[src/rtl/dma_alloc_pkg.sv]
package dma_alloc_pkg;

  localparam logic [2:0] OP_CLAIM      = 3'd0;
  localparam logic [2:0] OP_CLAIM_PREF = 3'd1;
  localparam logic [2:0] OP_RELEASE    = 3'd2;
  localparam logic [2:0] OP_QUERY      = 3'd3;
  localparam logic [2:0] OP_WIDTH      = 3'd4;

  typedef enum logic [1:0] {
    ST_IDLE = 2'd0,
    ST_EXEC = 2'd1,
    ST_SCAN = 2'd2,
    ST_DONE = 2'd3
  } alloc_st_e;

endpackage

[src/rtl/dma_alloc_map.sv]
module dma_alloc_map #(
  parameter int unsigned NCH    = 8,
  parameter int unsigned RSV_CH = 4,
  localparam int unsigned IDX_W = $clog2(NCH)
) (
  input  logic             clk_i,
  input  logic             rst_ni,
  input  logic             commit_i,
  input  logic             set_i,
  input  logic [IDX_W-1:0] idx_i,
  output logic [NCH-1:0]   map_o
);

  logic [NCH-1:0] map_q;

  always_ff @(posedge clk_i or negedge rst_ni) begin
    if (!rst_ni) begin
      map_q <= NCH'(1) << RSV_CH;
    end else if (commit_i) begin
      map_q[idx_i] <= set_i;
    end
  end

  assign map_o = map_q;

  // reserved link channel must never be released through a commit
  p_rsv_held_r3: assert property (@(posedge clk_i) disable iff (!rst_ni)
    (commit_i && int'(idx_i) == RSV_CH) |-> set_i);

endmodule

[src/rtl/dma_alloc_scan.sv]
module dma_alloc_scan #(
  parameter int unsigned NCH    = 8,
  localparam int unsigned IDX_W = $clog2(NCH)
) (
  input  logic             clk_i,
  input  logic             rst_ni,
  input  logic             start_i,
  input  logic             step_i,
  output logic [IDX_W-1:0] idx_o,
  output logic             last_o
);

  logic [IDX_W-1:0] idx_q;

  always_ff @(posedge clk_i or negedge rst_ni) begin
    if (!rst_ni)      idx_q <= '0;
    else if (start_i) idx_q <= '0;
    else if (step_i)  idx_q <= idx_q + 1'b1;
  end

  assign idx_o  = idx_q;
  assign last_o = (int'(idx_q) == NCH - 1);

  // scan never steps past the last channel (bounds claim latency, R8)
  p_no_wrap_r8: assert property (@(posedge clk_i) disable iff (!rst_ni)
    (step_i && !start_i) |=> (idx_q != '0));

endmodule

[src/rtl/dma_chan_alloc.sv]
module dma_chan_alloc
  import dma_alloc_pkg::*;
#(
  parameter int unsigned NCH        = 8,
  parameter int unsigned CH_W       = 4,
  parameter int unsigned RES_W      = 8,
  parameter int unsigned RSV_CH     = 4,
  parameter int unsigned NARROW_CNT = 4,
  parameter int unsigned NARROW_W   = 8,
  parameter int unsigned WIDE_W     = 16
) (
  input  logic             clk_i,
  input  logic             rst_ni,
  input  logic             req_i,
  input  logic [2:0]       op_i,
  input  logic [CH_W-1:0]  chan_i,
  input  logic [NCH-1:0]   mask_i,
  output logic             busy_o,
  output logic             done_o,
  output logic [RES_W-1:0] result_o,
  output logic             err_o
);

  localparam int unsigned IDX_W = $clog2(NCH);
  localparam logic [RES_W-1:0] RES_NONE = '1;

  alloc_st_e        st_q, st_d;
  logic [2:0]       op_q;
  logic [CH_W-1:0]  chan_q;
  logic [NCH-1:0]   mask_q;
  logic [RES_W-1:0] res_q, res_d;
  logic             err_q, err_d;
  logic             wr_q, wr_d, wr_set_q, wr_set_d;
  logic [IDX_W-1:0] wr_idx_q, wr_idx_d;

  logic [NCH-1:0]   map_w;
  logic [IDX_W-1:0] scan_idx;
  logic             scan_last, scan_start, scan_step;
  logic             chan_ok, chan_free, scan_hit;
  logic [IDX_W-1:0] chan_idx;

  assign chan_idx  = chan_q[IDX_W-1:0];
  assign chan_ok   = (int'(chan_q) < NCH);
  assign chan_free = chan_ok && !map_w[chan_idx];
  assign scan_hit  = mask_q[scan_idx] && !map_w[scan_idx];

  dma_alloc_map #(.NCH(NCH), .RSV_CH(RSV_CH)) u_map (
    .clk_i   (clk_i),
    .rst_ni  (rst_ni),
    .commit_i(st_q == ST_DONE && wr_q),
    .set_i   (wr_set_q),
    .idx_i   (wr_idx_q),
    .map_o   (map_w)
  );

  dma_alloc_scan #(.NCH(NCH)) u_scan (
    .clk_i  (clk_i),
    .rst_ni (rst_ni),
    .start_i(scan_start),
    .step_i (scan_step),
    .idx_o  (scan_idx),
    .last_o (scan_last)
  );

  assign scan_start = (st_q == ST_EXEC);
  assign scan_step  = (st_q == ST_SCAN) && !scan_hit && !scan_last;

  always_comb begin
    st_d     = st_q;
    res_d    = res_q;
    err_d    = err_q;
    wr_d     = wr_q;
    wr_set_d = wr_set_q;
    wr_idx_d = wr_idx_q;
    unique case (st_q)
      ST_IDLE: begin
        if (req_i) st_d = ST_EXEC;
      end
      ST_EXEC: begin
        st_d     = ST_DONE;
        res_d    = RES_NONE;
        err_d    = 1'b1;
        wr_d     = 1'b0;
        wr_set_d = 1'b0;
        wr_idx_d = chan_idx;
        case (op_q)
          OP_CLAIM, OP_CLAIM_PREF: begin
            if (chan_free) begin
              res_d    = RES_W'(chan_q);
              err_d    = 1'b0;
              wr_d     = 1'b1;
              wr_set_d = 1'b1;
            end else if (op_q == OP_CLAIM_PREF) begin
              st_d = ST_SCAN;
            end
          end
          OP_RELEASE: begin
            if (chan_ok && int'(chan_q) != RSV_CH) begin
              res_d = RES_W'(chan_q);
              err_d = 1'b0;
              wr_d  = 1'b1;
            end
          end
          OP_QUERY: begin
            res_d = '0;
            if (chan_ok) begin
              res_d = RES_W'(map_w[chan_idx]);
              err_d = 1'b0;
            end
          end
          OP_WIDTH: begin
            res_d = '0;
            if (chan_ok) begin
              res_d = (int'(chan_q) < NARROW_CNT) ? RES_W'(NARROW_W) : RES_W'(WIDE_W);
              err_d = 1'b0;
            end
          end
          default: ;
        endcase
      end
      ST_SCAN: begin
        if (scan_hit) begin
          st_d     = ST_DONE;
          res_d    = RES_W'(scan_idx);
          err_d    = 1'b0;
          wr_d     = 1'b1;
          wr_set_d = 1'b1;
          wr_idx_d = scan_idx;
        end else if (scan_last) begin
          st_d = ST_DONE;
        end
      end
      ST_DONE: begin
        st_d = ST_IDLE;
        wr_d = 1'b0;
      end
      default: st_d = ST_IDLE;
    endcase
  end

  always_ff @(posedge clk_i or negedge rst_ni) begin
    if (!rst_ni) begin
      st_q     <= ST_IDLE;
      op_q     <= '0;
      chan_q   <= '0;
      mask_q   <= '0;
      res_q    <= '0;
      err_q    <= 1'b0;
      wr_q     <= 1'b0;
      wr_set_q <= 1'b0;
      wr_idx_q <= '0;
    end else begin
      st_q     <= st_d;
      res_q    <= res_d;
      err_q    <= err_d;
      wr_q     <= wr_d;
      wr_set_q <= wr_set_d;
      wr_idx_q <= wr_idx_d;
      if (st_q == ST_IDLE && req_i) begin
        op_q   <= op_i;
        chan_q <= chan_i;
        mask_q <= mask_i;
      end
    end
  end

  assign busy_o   = (st_q != ST_IDLE);
  assign done_o   = (st_q == ST_DONE);
  assign result_o = res_q;
  assign err_o    = err_q;

  p_done_pulse_r9: assert property (@(posedge clk_i) disable iff (!rst_ni)
    done_o |=> !done_o);

  p_done_in_busy_r9: assert property (@(posedge clk_i) disable iff (!rst_ni)
    done_o |-> busy_o);

  p_accept_r9: assert property (@(posedge clk_i) disable iff (!rst_ni)
    (!busy_o && req_i) |=> busy_o);

  p_map_hold_r10: assert property (@(posedge clk_i) disable iff (!rst_ni)
    !done_o |=> $stable(map_w));

  p_claim_free_r2: assert property (@(posedge clk_i) disable iff (!rst_ni)
    (done_o && !err_o && (op_q == OP_CLAIM || op_q == OP_CLAIM_PREF))
      |-> !map_w[result_o[IDX_W-1:0]]);

  p_fail_ones_r8: assert property (@(posedge clk_i) disable iff (!rst_ni)
    (done_o && err_o && op_q == OP_CLAIM_PREF) |-> (result_o == RES_NONE));

  p_width_val_r5: assert property (@(posedge clk_i) disable iff (!rst_ni)
    (done_o && op_q == OP_WIDTH && !err_o)
      |-> (result_o == RES_W'(NARROW_W) || result_o == RES_W'(WIDE_W)));

  p_rsv_release_r3: assert property (@(posedge clk_i) disable iff (!rst_ni)
    (done_o && op_q == OP_RELEASE && int'(chan_q) == RSV_CH) |-> err_o);

endmodule

[config.mk]
export PLATFORM = sky130hd
export DESIGN_NAME = dma_chan_alloc
export DESIGN_NICKNAME = d
export VERILOG_FILES = /design/src/rtl/dma_alloc_pkg.sv /design/src/rtl/dma_alloc_map.sv /design/src/rtl/dma_alloc_scan.sv /design/src/rtl/dma_chan_alloc.sv
export SDC_FILE = /design/constraint.sdc
export NUM_CORES = 1
export LEC_CHECK = 0
export BUFFER_PORTS_ARGS = -buffer_cell sky130_fd_sc_hd__buf_2
export CAP_MARGIN = 20
export CORE_MARGIN = 4
export CORE_UTILIZATION = 35
export DETAILED_ROUTE_END_ITERATION = 8
export PLACE_DENSITY = 0.5
export SYNTH_ARGS = -nofsm -noshare
export SYNTH_HDL_FRONTEND = slang
export SYNTH_SLANG_ARGS = --single-unit
[constraint.sdc]
create_clock -name clk_i -period 3.9 [get_ports clk_i]
set_input_delay 0.195 -clock clk_i [delete_from_list [all_inputs] [get_ports clk_i]]
set_output_delay 0.195 -clock clk_i [all_outputs]
set_load 0.005 [all_outputs]
### Word-level counts from Yosys, hierarchy flattened

Cells that the tools add are included.

* multiplexer cells: 41
* magnitude comparators: 6
* add/subtract/negate cells: 1
* equality and inequality tests: 12
* div/mod/pow operators: 0
* reductions and logical operators: 23
* bitwise gates (word level): 0
* multiply operators: 0
* shifts and indexed selects: 0

Operators by type and width (number)
* $pmux W8 S4: 1
* $mux W8: 3
* $mux W1: 16
* $pmux W8 S2: 1
* $lt A3 B4 Y1 const B: 3
* $mux W5: 2
* $bmux W1 S3: 3
* $mux W3: 3
* $bwmux W8: 1
* $logic_and A1 B1 Y1: 8
* $pmux W2 S4: 1
* $eq A3 B2 Y1 const B: 2
* $eq A3 B3 Y1 const B: 2
* $mux W2: 3
* $pmux W1 S2: 3
* $pmux W1 S3: 2
* $pmux W3 S2: 1
* $reduce_and A2 Y1: 3
* $reduce_bool A2 Y1: 3
* $eq A2 B2 Y1 const B: 2
* $logic_not A1 Y1: 4
* $lt A4 B3 Y1 const B: 1
* $lt A4 B4 Y1 const B: 1
* $ne A2 B2 Y1 const B: 2
* 11 further kinds: 12

* ROM bits: 0
* output and inout port bits: 11
* memories kept: 0
* logic and storage cells: 94
* bits in registers: 42
* memory bits (writable): 0
* latch bits: 0
* input port bits: 18

### Longest topological paths before layout

* depth after elaboration: 9
* depth in mapped cells: 8

### Hierarchy

A second synthesis with hierarchy kept.

* cell total of the unflattened synthesis: 194
* area total of the unflattened synthesis: 2217.1 µm²

By module, submodules not included
* dma_chan_alloc: sequential area each 725.7 µm², times used 1, cells an instance 159, area each 1689.1 µm²
* dma_alloc_map: sequential area each 201.4 µm², times used 1, cells an instance 24, area each 387.9 µm²
* dma_alloc_scan: sequential area each 75.1 µm², times used 1, cells an instance 11, area each 140.1 µm²

### Least setup slack after synthesis

No wires, ideal clock.

* kind: reg-to-reg
* start: reg st_q[0]
* end: reg st_q[1]
* slack: 1.903 ns
* cell stages (with the launch flop): 9
* arrival: 1.872 ns
* buffers on the path: 1
* period minus slack after synthesis: 1.997 ns
* cell sequence: dfrtp_1 > inv_1 > ha_1 > buf_2 > nor2b_1 > nand2b_1 > o22ai_4 > nor2_2 > mux2_4

* cells in the longest elaborated chain, start to end: 3
* elaborated cells on any way between the ends: 8

Ends and longest elaborated chain
* from (decl): line dma_chan_alloc.sv:27 `alloc_st_e st_q, st_d;`
* from (signal assigned): line dma_chan_alloc.sv:153 `st_q <= st_d;`
* $eq A2 B2 Y1 / $logic_not A2 Y1 (equally long branches): line dma_chan_alloc.sv:75 `unique case (st_q)`
* $ne A3 B3 Y1 (no line) / $ne A2 B2 Y1 (equally long branches)
* $reduce_and A2 Y1 (no line)

Several ways; a longest one is shown, not always the timed one.
A chain may end at the register's enable or synchronous reset.

### Worst setup path after layout

Same ends and word-level chain as after synthesis.

==> flow_metrics.tcl <==
set metrics [dict create \
    status "complete, no violations" \
    num-fill-cells 650 \
    synth_edf_count 0 \
    fp.dieH_um 88.33 \
    post-place-cells 303 \
    vdd_drop_max_v 0.0003369 \
    synth.distinct_cells 49 \
    vias 1603 \
    grt_use_total_pct 14.32 \
    endpoint_kind "flip-flop" \
    port_buffers 28 \
    hpwl_um 3695 \
    detail_route.wirelength_um 4909 \
    ys.flop_type "dfrtp_1" \
    die-area_um2 7802 \
    multi_input_area_um2 1175 \
    clock_skew_ns 0.009643 \
    power_density_nw_per_um2 879.2 \
    grt_pass1_wl_um 8507 \
    rows 29 \
    async_reset_ff_share_pct 100.0 \
    drv_slew 0 \
    start_util_pct 35.77 \
    leakage_nw 1.152 \
    dpl_worst_slack_ns 1.680 \
    drc 0 \
    antenna_left 0 \
    drv_cap 0 \
    globalRouteMet3Util_pct 2.886 \
    io_pins 29 \
    setup_violations 0 \
    area_growth_pct 12.35 \
    grt_overflow 0 \
    antennaDiodeCount 0 \
    viasPerCell 5.154 \
    synth_most_common_cell "dfrtp_1" \
    clock-sinks 40 \
    avgSynthCellArea_um2 10.86 \
    hold_violations 0 \
    worst_pin_slew_ns 0.8989 \
    synth_area_um2 2258 \
    htree_levels 2 \
    grt-busiest-layer "met1" \
    seq_area_frac_synth_pct 44.38 \
    antenna_found_initial 0 \
    total_power_mw 2.231 \
    totalNegativeSetupSlack_ns 0 \
    drive_above_1_share_pct 29.49 \
    hold_buffers 0 \
    root_buffer "clkbuf_8" \
    cts-resized-gates 0 \
    cpPeakStageDelay_ns 0.43 \
    yosys-top-cells-count "39 x dfrtp_1, 23 x mux2_2, 18 x nor2_1, 12 x nand2_1, 12 x nor2b_1" \
    cp_slowest_cell "dfrtp_1" \
    min_period_over_period_pct 56.95 \
    drt_iter0_drc 71 \
    worstSetupPathType "flip-flop to flip-flop" \
    cts_setup_buffers 0 \
    arrival_ns 2.40 \
    ys_warn_count 0 \
    grt_util_met2_pct 20.39 \
    worstPathCellList "inv_1 -> ha_1 -> nor2b_1 -> nand2b_1 -> o22ai_4 -> nor2_2 -> mux2_4" \
    fin_util_pct 40.19 \
    clk_pin_slew_ns 0.08 \
    post_drt_wl_per_cell_um 15.78 \
    clk_latency_ns 0.29 \
    cts_tree "yes" \
    synthCells 208 \
    slew_headroom_pct 40.07 \
    hp-class "input port to async pin" \
    die_w_um 88.33 \
    rsz0062_at_grt "no" \
    gp_congestion 0.7623 \
    startpoint_type "flip-flop" \
    numCtsBuffers 5 \
    grt_max_degree 41 \
    fin_cells 311 \
    grt_util_met1_pct 21.66 \
    min_period_ns 2.221 \
    synthTopCellsByArea "dfrtp_1 43%, mux2_2 11%, ha_1 3.9%" \
    dr.pass1.iters 4 \
    setup_ws_ns 1.679 \
    core_um2 6314 \
    fmax_mhz 450.3 \
    synth_nets 233 \
    clock_path_buffers 2 \
    required_ns 4.08 \
    final_nets 258 \
    synth_top_cell_by_area "dfrtp_1" \
    crit_path_max_fanout 9 \
    ys_ff_latch 40 \
    grt_pass1_vias 1590 \
    synth_top_area_share_pct 43.21 \
    regArea_um2 1002 \
]
[power by group]
| group | total (mW) | internal [mW] | leakage [nW] | switching [mW] |
|---|---|---|---|---|
| Combinational | 1.09 | 0.554 | 0.620 | 0.538 |
| Sequential | 0.850 | 0.618 | 0.486 | 0.232 |
| Clock | 0.288 | 0.145 | 0.0455 | 0.144 |
| Total | 2.23 | 1.32 | 1.15 | 0.914 |
[metrics by stage]
stage	hold slack, ns	area (um2)
after floorplan	-0.1006	2258
after global placement	0.3908	2447
after detailed placement	0.3909	2447
after CTS	0.07342	2537
after global routing	0.1151	2537
final	0.007697	2537
[sequential cells by signal, summed over array words and instances (netlist names)]
register / cells
mask_q: 8
u_map.map_o: 8
result_o: 6
chan_q: 4
op_q: 3
u_scan.idx_o: 3
wr_idx_q: 3
st_q: 2
err_o: 1
wr_q: 1
wr_set_q: 1
[logic make-up (layout without fill, tap and decap cells)]
logic type / Yosys count / after routing / synth area share (%)
AOI/OAI and AO/OA: 35 / 35 / 13.19
xor gates and xnor gates: 1 / 1 / 0.3879
adders and majority gates: 7 / 7 / 3.878
buffers and inverters: 19 / 45 / 3.601
DFF: 40 / 40 / 44.38
muxes: 36 / 36 / 18.89
and+or+nand+nor: 70 / 70 / 15.68
[layout by cell type, fill, tap and decap left out, drive strengths merged, types with 3 or more instances in the layout]
master / Yosys / routed
dfrtp: 39 / 39
buf: 4 / 28
mux2: 27 / 27
nor2: 19 / 19
nand2: 13 / 13
nor2b: 12 / 12
inv: 9 / 9
clkbuf: 6 / 8
mux2i: 7 / 7
ha: 7 / 7
nand3: 6 / 6
nor3: 6 / 6
nand2b: 5 / 5
o211ai: 3 / 3
a2bb2oi: 3 / 3
a31oi: 3 / 3
o22ai: 3 / 3
[worst max-delay path, delay by kind of cell, from the launching register on]
| family | cells | cell delay [ns] |
|---|---|---|
| simple gates | 3 | 0.62 |
| compound gates | 1 | 0.26 |
| mux | 1 | 0.30 |
| flops | 1 | 0.43 |
| fa+ha+maj | 1 | 0.36 |
| buf+inv | 1 | 0.14 |
[cell type report]
cell class	count	area share (%)
Tap cell	77	3.797
Multi-Input combinational cell	149	46.30
Clock buffer	8	3.550
Timing Repair Buffer	28	5.523
Sequential cell	40	39.50
Inverter	9	1.331
[routing by layer]
metal  share of wire, %  wire [um]  vias to the layer above
li1                   -          -                      801
met1                 51       2511                      777
met2                 44       2183                       23
met3                3.5        172                        2
met4               0.84         41                        0
met5                  0          0                        -
[worst paths after layout]
check / startpoint / to / slack (ns) / cells after the start
hold / removal: rst_ni / result_o[6] / 0.008 / 1
hold reg to reg: mask_q[4] / mask_q[4] / 0.50 / 1
setup reg to reg: st_q[0] / st_q[1] / 1.68 / 7
max in group asynchronous: rst_ni / u_map.map_o[2] / 3.30 / 1
min in group clk_i: chan_i[3] / chan_q[3] / 0.13 / 2
setup / recovery: st_q[0] / st_q[1] / 1.68 / 7
Note: power is estimated with default switching activity, not from simulation.
